<file path="src/rtl/pbus_pkg.sv">
package pbus_pkg;

    typedef enum logic [1:0] {
        ST_IDLE = 2'd0,
        ST_ADDR = 2'd1,
        ST_DATA = 2'd2,
        ST_DONE = 2'd3
    } pbus_state_e;

    typedef struct packed {
        logic rd_hi;
        logic wr_hi;
        logic ale_hi;
    } pbus_pol_t;

endpackage

</file>
<file path="src/rtl/pbus_cfg_sel.sv">
module pbus_cfg_sel
    import pbus_pkg::*;
#(
    parameter int NUM_CS = 2,
    parameter int WS_W   = 2,
    parameter int CS_W   = 1
) (
    input  logic [CS_W-1:0]        cs_sel_i,
    input  logic                   percs_en_i,
    input  logic [NUM_CS-1:0]      rd_pol_i,
    input  logic [NUM_CS-1:0]      wr_pol_i,
    input  logic [NUM_CS-1:0]      ale_pol_i,
    input  logic [NUM_CS*WS_W-1:0] wr_ws_i,
    input  logic [NUM_CS-1:0]      ws_trim_i,
    output pbus_pol_t              pol_o,
    output logic [WS_W-1:0]        ws_o,
    output logic                   trim_o
);

    pbus_pol_t       pol_arr [NUM_CS];
    logic [WS_W-1:0] ws_arr  [NUM_CS];

    for (genvar g = 0; g < NUM_CS; g++) begin : g_cs
        assign pol_arr[g] = '{rd_hi: rd_pol_i[g], wr_hi: wr_pol_i[g], ale_hi: ale_pol_i[g]};
        assign ws_arr[g]  = wr_ws_i[g*WS_W +: WS_W];
    end

    // Select the effective settings; index 0 when per-select settings are off
    // or when the requested select is out of range.
    always_comb begin
        pol_o  = pol_arr[0];
        ws_o   = ws_arr[0];
        trim_o = ws_trim_i[0];
        if (percs_en_i) begin
            for (int k = 1; k < NUM_CS; k++) begin
                if (cs_sel_i == CS_W'(k)) begin
                    pol_o  = pol_arr[k];
                    ws_o   = ws_arr[k];
                    trim_o = ws_trim_i[k];
                end
            end
        end
    end

endmodule

</file>
<file path="src/rtl/pbus_len_calc.sv">
module pbus_len_calc #(
    parameter int WS_W  = 2,
    parameter int CNT_W = WS_W + 2
) (
    input  logic             rd_nwr_i,
    input  logic             burst_i,
    input  logic [WS_W-1:0]  ws_i,
    input  logic             trim_i,
    output logic [CNT_W-1:0] len_o
);

    localparam logic [CNT_W-1:0] READ_LEN = CNT_W'(2);

    logic [CNT_W-1:0] ws_ext;
    logic [CNT_W-1:0] wr_len;

    assign ws_ext = CNT_W'(ws_i);

    always_comb begin
        wr_len = (ws_ext + CNT_W'(1)) << 1;
        if (trim_i) begin
            wr_len = wr_len - CNT_W'(1);
        end
        if (burst_i) begin
            len_o = CNT_W'(1);
        end else if (rd_nwr_i) begin
            len_o = READ_LEN;
        end else begin
            len_o = wr_len;
        end
    end

endmodule

</file>
<file path="src/rtl/pbus_strobe_drv.sv">
module pbus_strobe_drv
    import pbus_pkg::*;
(
    input  logic      ale_act_i,
    input  logic      rd_act_i,
    input  logic      wr_act_i,
    input  pbus_pol_t pol_i,
    output logic      ale_o,
    output logic      rd_o,
    output logic      wr_o
);

    // Active level equals the polarity bit; inactive level is its inverse.
    assign ale_o = ale_act_i ~^ pol_i.ale_hi;
    assign rd_o  = rd_act_i  ~^ pol_i.rd_hi;
    assign wr_o  = wr_act_i  ~^ pol_i.wr_hi;

endmodule

</file>
<file path="src/rtl/pbus_strobe_gen.sv">
module pbus_strobe_gen
    import pbus_pkg::*;
#(
    parameter int NUM_CS = 2,
    parameter int WS_W   = 2,
    localparam int CS_W  = (NUM_CS > 1) ? $clog2(NUM_CS) : 1
) (
    input  logic                   clk,
    input  logic                   rst_n,
    input  logic                   start_i,
    input  logic                   rd_nwr_i,
    input  logic [CS_W-1:0]        cs_sel_i,
    input  logic                   percs_en_i,
    input  logic                   burst_i,
    input  logic [NUM_CS-1:0]      rd_pol_i,
    input  logic [NUM_CS-1:0]      wr_pol_i,
    input  logic [NUM_CS-1:0]      ale_pol_i,
    input  logic [NUM_CS*WS_W-1:0] wr_ws_i,
    input  logic [NUM_CS-1:0]      ws_trim_i,
    output logic                   ale_o,
    output logic                   rd_o,
    output logic                   wr_o,
    output logic [NUM_CS-1:0]      cs_n_o,
    output logic                   done_o
);

    localparam int               CNT_W   = WS_W + 2;
    localparam logic [CNT_W-1:0] LEN_MAX = CNT_W'(2 * (1 << WS_W));

    typedef struct packed {
        pbus_state_e      st;
        logic [CNT_W-1:0] cnt;
        logic [CS_W-1:0]  cs;
        logic             rnw;
        pbus_pol_t        pol;
    } regs_t;

    regs_t r_d, r_q;

    pbus_pol_t        sel_pol;
    logic [WS_W-1:0]  sel_ws;
    logic             sel_trim;
    logic [CNT_W-1:0] sel_len;

    pbus_cfg_sel #(
        .NUM_CS (NUM_CS),
        .WS_W   (WS_W),
        .CS_W   (CS_W)
    ) u_cfg (
        .cs_sel_i   (cs_sel_i),
        .percs_en_i (percs_en_i),
        .rd_pol_i   (rd_pol_i),
        .wr_pol_i   (wr_pol_i),
        .ale_pol_i  (ale_pol_i),
        .wr_ws_i    (wr_ws_i),
        .ws_trim_i  (ws_trim_i),
        .pol_o      (sel_pol),
        .ws_o       (sel_ws),
        .trim_o     (sel_trim)
    );

    pbus_len_calc #(
        .WS_W  (WS_W),
        .CNT_W (CNT_W)
    ) u_len (
        .rd_nwr_i (rd_nwr_i),
        .burst_i  (burst_i),
        .ws_i     (sel_ws),
        .trim_i   (sel_trim),
        .len_o    (sel_len)
    );

    always_comb begin
        r_d = r_q;
        unique case (r_q.st)
            ST_IDLE: begin
                if (start_i) begin
                    r_d.st  = ST_ADDR;
                    r_d.cnt = sel_len;
                    r_d.cs  = cs_sel_i;
                    r_d.rnw = rd_nwr_i;
                    r_d.pol = sel_pol;
                end
            end
            ST_ADDR: begin
                r_d.st = ST_DATA;
            end
            ST_DATA: begin
                r_d.cnt = r_q.cnt - CNT_W'(1);
                if (r_q.cnt == CNT_W'(1)) begin
                    r_d.st = ST_DONE;
                end
            end
            ST_DONE: begin
                r_d.st = ST_IDLE;
            end
            default: r_d.st = ST_IDLE;
        endcase
    end

    always_ff @(posedge clk or negedge rst_n) begin
        if (!rst_n) begin
            r_q <= '0;
        end else begin
            r_q <= r_d;
        end
    end

    logic busy;
    logic ale_act, rd_act, wr_act;

    assign busy    = (r_q.st == ST_ADDR) || (r_q.st == ST_DATA);
    assign ale_act = (r_q.st == ST_ADDR);
    assign rd_act  = (r_q.st == ST_DATA) && r_q.rnw;
    assign wr_act  = (r_q.st == ST_DATA) && !r_q.rnw;
    assign done_o  = (r_q.st == ST_DONE);

    for (genvar g = 0; g < NUM_CS; g++) begin : g_csn
        assign cs_n_o[g] = !(busy && (r_q.cs == CS_W'(g)));
    end

    pbus_strobe_drv u_drv (
        .ale_act_i (ale_act),
        .rd_act_i  (rd_act),
        .wr_act_i  (wr_act),
        .pol_i     (r_q.pol),
        .ale_o     (ale_o),
        .rd_o      (rd_o),
        .wr_o      (wr_o)
    );

    // the address phase is a single clock, followed by the data phase
    a_r2_addr_one_clk: assert property (@(posedge clk) disable iff (!rst_n)
        (r_q.st == ST_ADDR) |=> (r_q.st == ST_DATA));

    // loaded length stays within 1..LEN_MAX
    a_r3_len_bounds: assert property (@(posedge clk) disable iff (!rst_n)
        (r_q.st == ST_ADDR) |-> (r_q.cnt >= CNT_W'(1) && r_q.cnt <= LEN_MAX));

    // done is a single-clock pulse
    a_r10_done_single: assert property (@(posedge clk) disable iff (!rst_n)
        done_o |=> !done_o);

    // no chip-select asserted while idle or done
    a_r10_cs_released: assert property (@(posedge clk) disable iff (!rst_n)
        !busy |-> (&cs_n_o));

    // at most one chip-select low at any time
    a_r1_cs_onehot: assert property (@(posedge clk) disable iff (!rst_n)
        $onehot0(~cs_n_o));

    // the captured select and direction do not move during an access
    a_r11_busy_hold: assert property (@(posedge clk) disable iff (!rst_n)
        busy |=> ($stable(r_q.cs) && $stable(r_q.rnw)));

endmodule

</file>
<file path="config.mk">
export PLATFORM = sky130hd
export DESIGN_NAME = pbus_strobe_gen
export DESIGN_NICKNAME = d
export VERILOG_FILES = /design/src/rtl/pbus_pkg.sv /design/src/rtl/pbus_cfg_sel.sv /design/src/rtl/pbus_len_calc.sv /design/src/rtl/pbus_strobe_drv.sv /design/src/rtl/pbus_strobe_gen.sv
export SDC_FILE = /design/constraint.sdc
export NUM_CORES = 1
export LEC_CHECK = 0
export BUFFER_PORTS_ARGS = -buffer_cell sky130_fd_sc_hd__buf_2
export CAP_MARGIN = 5
export CORE_UTILIZATION = 40
export DETAILED_ROUTE_END_ITERATION = 8
export GPL_TIMING_DRIVEN = 1
export PLACE_DENSITY_LB_ADDON = 0.1
export RECOVER_POWER = 25
export SETUP_SLACK_MARGIN = 0.5
export SYNTH_ARGS = -nofsm -noshare
export SYNTH_HDL_FRONTEND = slang
export SYNTH_SLANG_ARGS = --single-unit
</file>
<file path="constraint.sdc">
create_clock -name clk -period 3.6 [get_ports clk]
set_input_delay 0.54 -clock clk [delete_from_list [all_inputs] [get_ports clk]]
set_output_delay 0.54 -clock clk [all_outputs]
set_load 0.01 [all_outputs]
</file>
==> results summary <==
The buffer levels on the longest clock path is 2. The core area is 2191 µm². Data on the critical path arrives at its endpoint at 1810 ps. After synthesis, the largest area contributor takes up 29.69% of total cell area. The number of distinct standard cells referenced by the synthesized netlist is 35. The largest net degree at the start of global routing came out at 12. Among the stages of the critical path, the cell type that occurs most often is inv_1. The wire length after detailed routing came out at 1885 µm. The final RePlAce weighted congestion came out at 0.7862.

The worst setup slack before clock tree synthesis came out at 1497 ps. The via count of the first global-routing pass is 765. The transition time at the pin with the least slew margin came out at 631.2 ps.

A synthesized cell averages 9.461 µm². The first-pass iteration count of the detailed router is 3. In this run the core area contains 17 standard-cell rows. The via density per instance came out at 5.296. The number of DRC markers in iteration 0 is 10.

In this run, post-CTS repair resized a total of 0 instances. For the final database, setup skew stands at 9.053 ps. The worst setup path is of the flip-flop to primary output kind. The cell family with the largest share of critical-path delay is adder cells. During I/O placement, the number of pins put on the boundary was 25. Measured along the y axis, the die boundary spans 50.15 µm. The leakage power of the design came out at 0.5025 nW.

Setup violations remaining at the end of the flow were counted as 0. The synthesis-stage register bit count came out at 11. The H-tree depth came out at 1. The count of nets left with antenna violations once routing finished came out at 0. The first-pass GRT wire length is 3153 µm. The critical path contains buffers and inverters numbering 3 combined. The horizontal die dimension came out at 50.15 µm. The data required time of the worst path is 3060 ps. Port buffering added 24 buffers. The flip-flop count of the largest register after layout is 11.

Along the worst path, the maximum fanout reaches 11. Power spread over the standard cell area amounts to 747.0 nW/µm². The reported max-cap violation count came out at 0. For this run, the number of Yosys warnings is 0. The number of buffers added by the clock tree synthesis step came out at 3. The largest vdd supply drop came out at 395.1 µV. Counting flops per register, the top entry is r_q. The clock-pin slew on the worst setup and hold paths came out at 80 ps. Setup repair after global routing left no endpoint under its margin. The largest registers in the layout are r_q: 11 flops.

The post-synthesis net count came out at 125. The count of final max-slew check failures came out at 0. The layout cell share with drive strength beyond 1 came out at 30.65%. The count of cells along the worst register-to-register path is 6. The area occupied by multi-input gates is 599.3 µm². The number of hold buffers added after CTS was 0. After clock tree synthesis, the setup repair step added 0 buffers. STA classifies the critical path endpoint as a primary output. Counting the fill cells in the layout gives 225. For this run, the top clock speed supported by timing is 425.3 MHz. The delay contributed by the slowest stage of the critical path is 430 ps. The top cell type by total area after synthesis is dfrtp_1. The layout overhead on the synthesized area is 17.00%. The total number of nets in the final design came out at 152. In the post-synthesis netlist, the biggest area contributors are dfrtp_1 (30%), ha_1 (11%), mux2_2 (6.1%). In the final timing run, aggregate negative setup slack is 0 ps. Sequential cells were found to cover 29.69% of the synthesized design area. After legalization and detailed placement, the total HPWL measured 1494 µm. The initial standard-cell utilization of the core is 42.32%. The register area is 275.3 µm².

The antenna diode instance count came out at 0. The tree built by TritonCTS fans out to 11 sinks. The initial antenna violation count came out at 0. In the layout the commonest cells are buf_2 (23), nand2_1 (13), dfrtp_1 (11), inv_1 (8), ha_1 (8). The clock insertion delay at the later pin of the skew report is 280 ps. In this run the tightest slew margin relative to its limit is 57.92%. The sum of overflow across all layers after global routing is 0.

The kind of start point of the critical path is a flip-flop. The type of the worst min-delay path is primary input to async pin. The average detailed-routed wire length per instance came out at 12.40 µm. The total global routing track utilization came out at 16.67%. The clock period minus final worst setup slack came out at 2351 ps. After detailed routing, the number of remaining DRC violations is 0.

The final worst slack came out at 1249 ps. The logic depth of the worst path, buffers included is 6. Walking the worst path, the cells encountered are inv_1 > ha_1 > inv_1 > nor2_1 > xnor2_1 > buf_2. Leaving out fill and tap cells, the most frequent cell in the layout is buf_2. The largest individual stage delay along the critical path comes from the cell ha_1. The tree is rooted in a clkbuf_4. The cell count after synthesis came out at 98. The part of the cycle the worst path needs came out at 65.31%.

The final-report hold violation count is 0. The count of vias placed by the detailed router came out at 805. The flow ran to the end, and the final reports show no timing, DRC or antenna violations.

The full die area is 2515 µm². TritonCTS built the clock tree. The cell area after synthesis came out at 927.1 µm².
[area by class of cell]
type                       count  area share (%)
clock buffer                   4           2.422
tap                           28           3.230
multi-input combinational     77           55.25
inverter                       8           2.768
sequential                    11           25.37
timing repair buffer          24           10.96
[synthesized netlist by cell type]
| master | n |
|---|---|
| ha_1 | 8 |
| a31oi_1 | 1 |
| nor2_2 | 1 |
| nor4b_4 | 1 |
| a221o_1 | 1 |
| o211ai_1 | 1 |
| o22a_2 | 1 |
| a2111oi_4 | 1 |
| dfrtp_1 | 11 |
| a21boi_0 | 1 |
| o21ai_2 | 1 |
| nand2_1 | 13 |
| o22a_1 | 1 |
| o21ai_0 | 3 |
| o21bai_1 | 1 |
| xor2_1 | 3 |
| inv_1 | 8 |
| nor2b_1 | 1 |
| o221ai_1 | 1 |
| o2111ai_1 | 3 |
| mux2i_1 | 4 |
| xnor2_1 | 3 |
| a31o_2 | 1 |
| nor3_1 | 2 |
| buf_6 | 2 |
| nand3_1 | 2 |
| nand4_1 | 1 |
| a22oi_1 | 1 |
| nand2b_1 | 3 |
| and3_1 | 1 |
| o21a_1 | 1 |
| nor2_1 | 6 |
| a21oi_1 | 3 |
| mux2_2 | 5 |
| and2_4 | 1 |
[layer usage]
layer / share of wire, % / track usage, %
met5: 0 / 0
met2: 48 / 27.56
met3: 3.1 / 4.848
met4: 2.1 / 7.143
met1: 47 / 19.89
[metrics by stage]
stage | utilization [%] | hold slack [ps] | instance area, µm² | std cells | power, mW
2_1_floorplan | - | 244.4 | 927.1 | 98 | 0.6065
3_3_place_gp | 48.37 | 434.1 | 1060 | 148 | 0.7235
3_5_place_dp | 48.37 | 433.7 | 1060 | 148 | 0.7258
4_1_cts | 49.57 | 128.7 | 1086 | 152 | 0.8182
5_1_grt | 49.51 | 307.5 | 1085 | 152 | 0.8863
6_report | 49.51 | 244.5 | 1085 | 152 | 0.8103
[power by group]
| group | total, mW | switching (mW) | internal [mW] |
|---|---|---|---|
| clock network | 0.0889 | 0.0459 | 0.0430 |
| registers | 0.239 | 0.0556 | 0.183 |
| logic | 0.483 | 0.254 | 0.228 |
[logic make-up after synthesis]
| group | count (synthesis) | share of synthesized area [%] |
|---|---|---|
| buffers and inverters | 10 | 5.668 |
| adders and majority gates | 8 | 10.80 |
| DFF | 11 | 29.69 |
| xor gates and xnor gates | 6 | 5.669 |
| and+or+nand+nor | 32 | 18.09 |
| muxes | 9 | 10.39 |
| AOI/OAI and AO/OA | 22 | 19.71 |
[final timing paths]
| check | from | endpoint | slack [ps] |
|---|---|---|---|
| min in group clk | r_q[0]$_DFFE_PN0P_ | r_q[0]$_DFFE_PN0P_ | 500 |
| worst max-delay path | r_q[9]$_DFFE_PN0P_ | wr_o | 1250 |
| worst min-delay path | rst_n | r_q[5]$_DFFE_PN0P_ | 240 |
| worst max register to register | r_q[9]$_DFFE_PN0P_ | r_q[7]$_DFFE_PN0P_ | 1850 |
| worst min register to register | r_q[0]$_DFFE_PN0P_ | r_q[0]$_DFFE_PN0P_ | 500 |
| max in group asynchronous | rst_n | r_q[2]$_DFFE_PN0P_ | 2940 |
No activity file was read; power rests on OpenSTA's default activity.
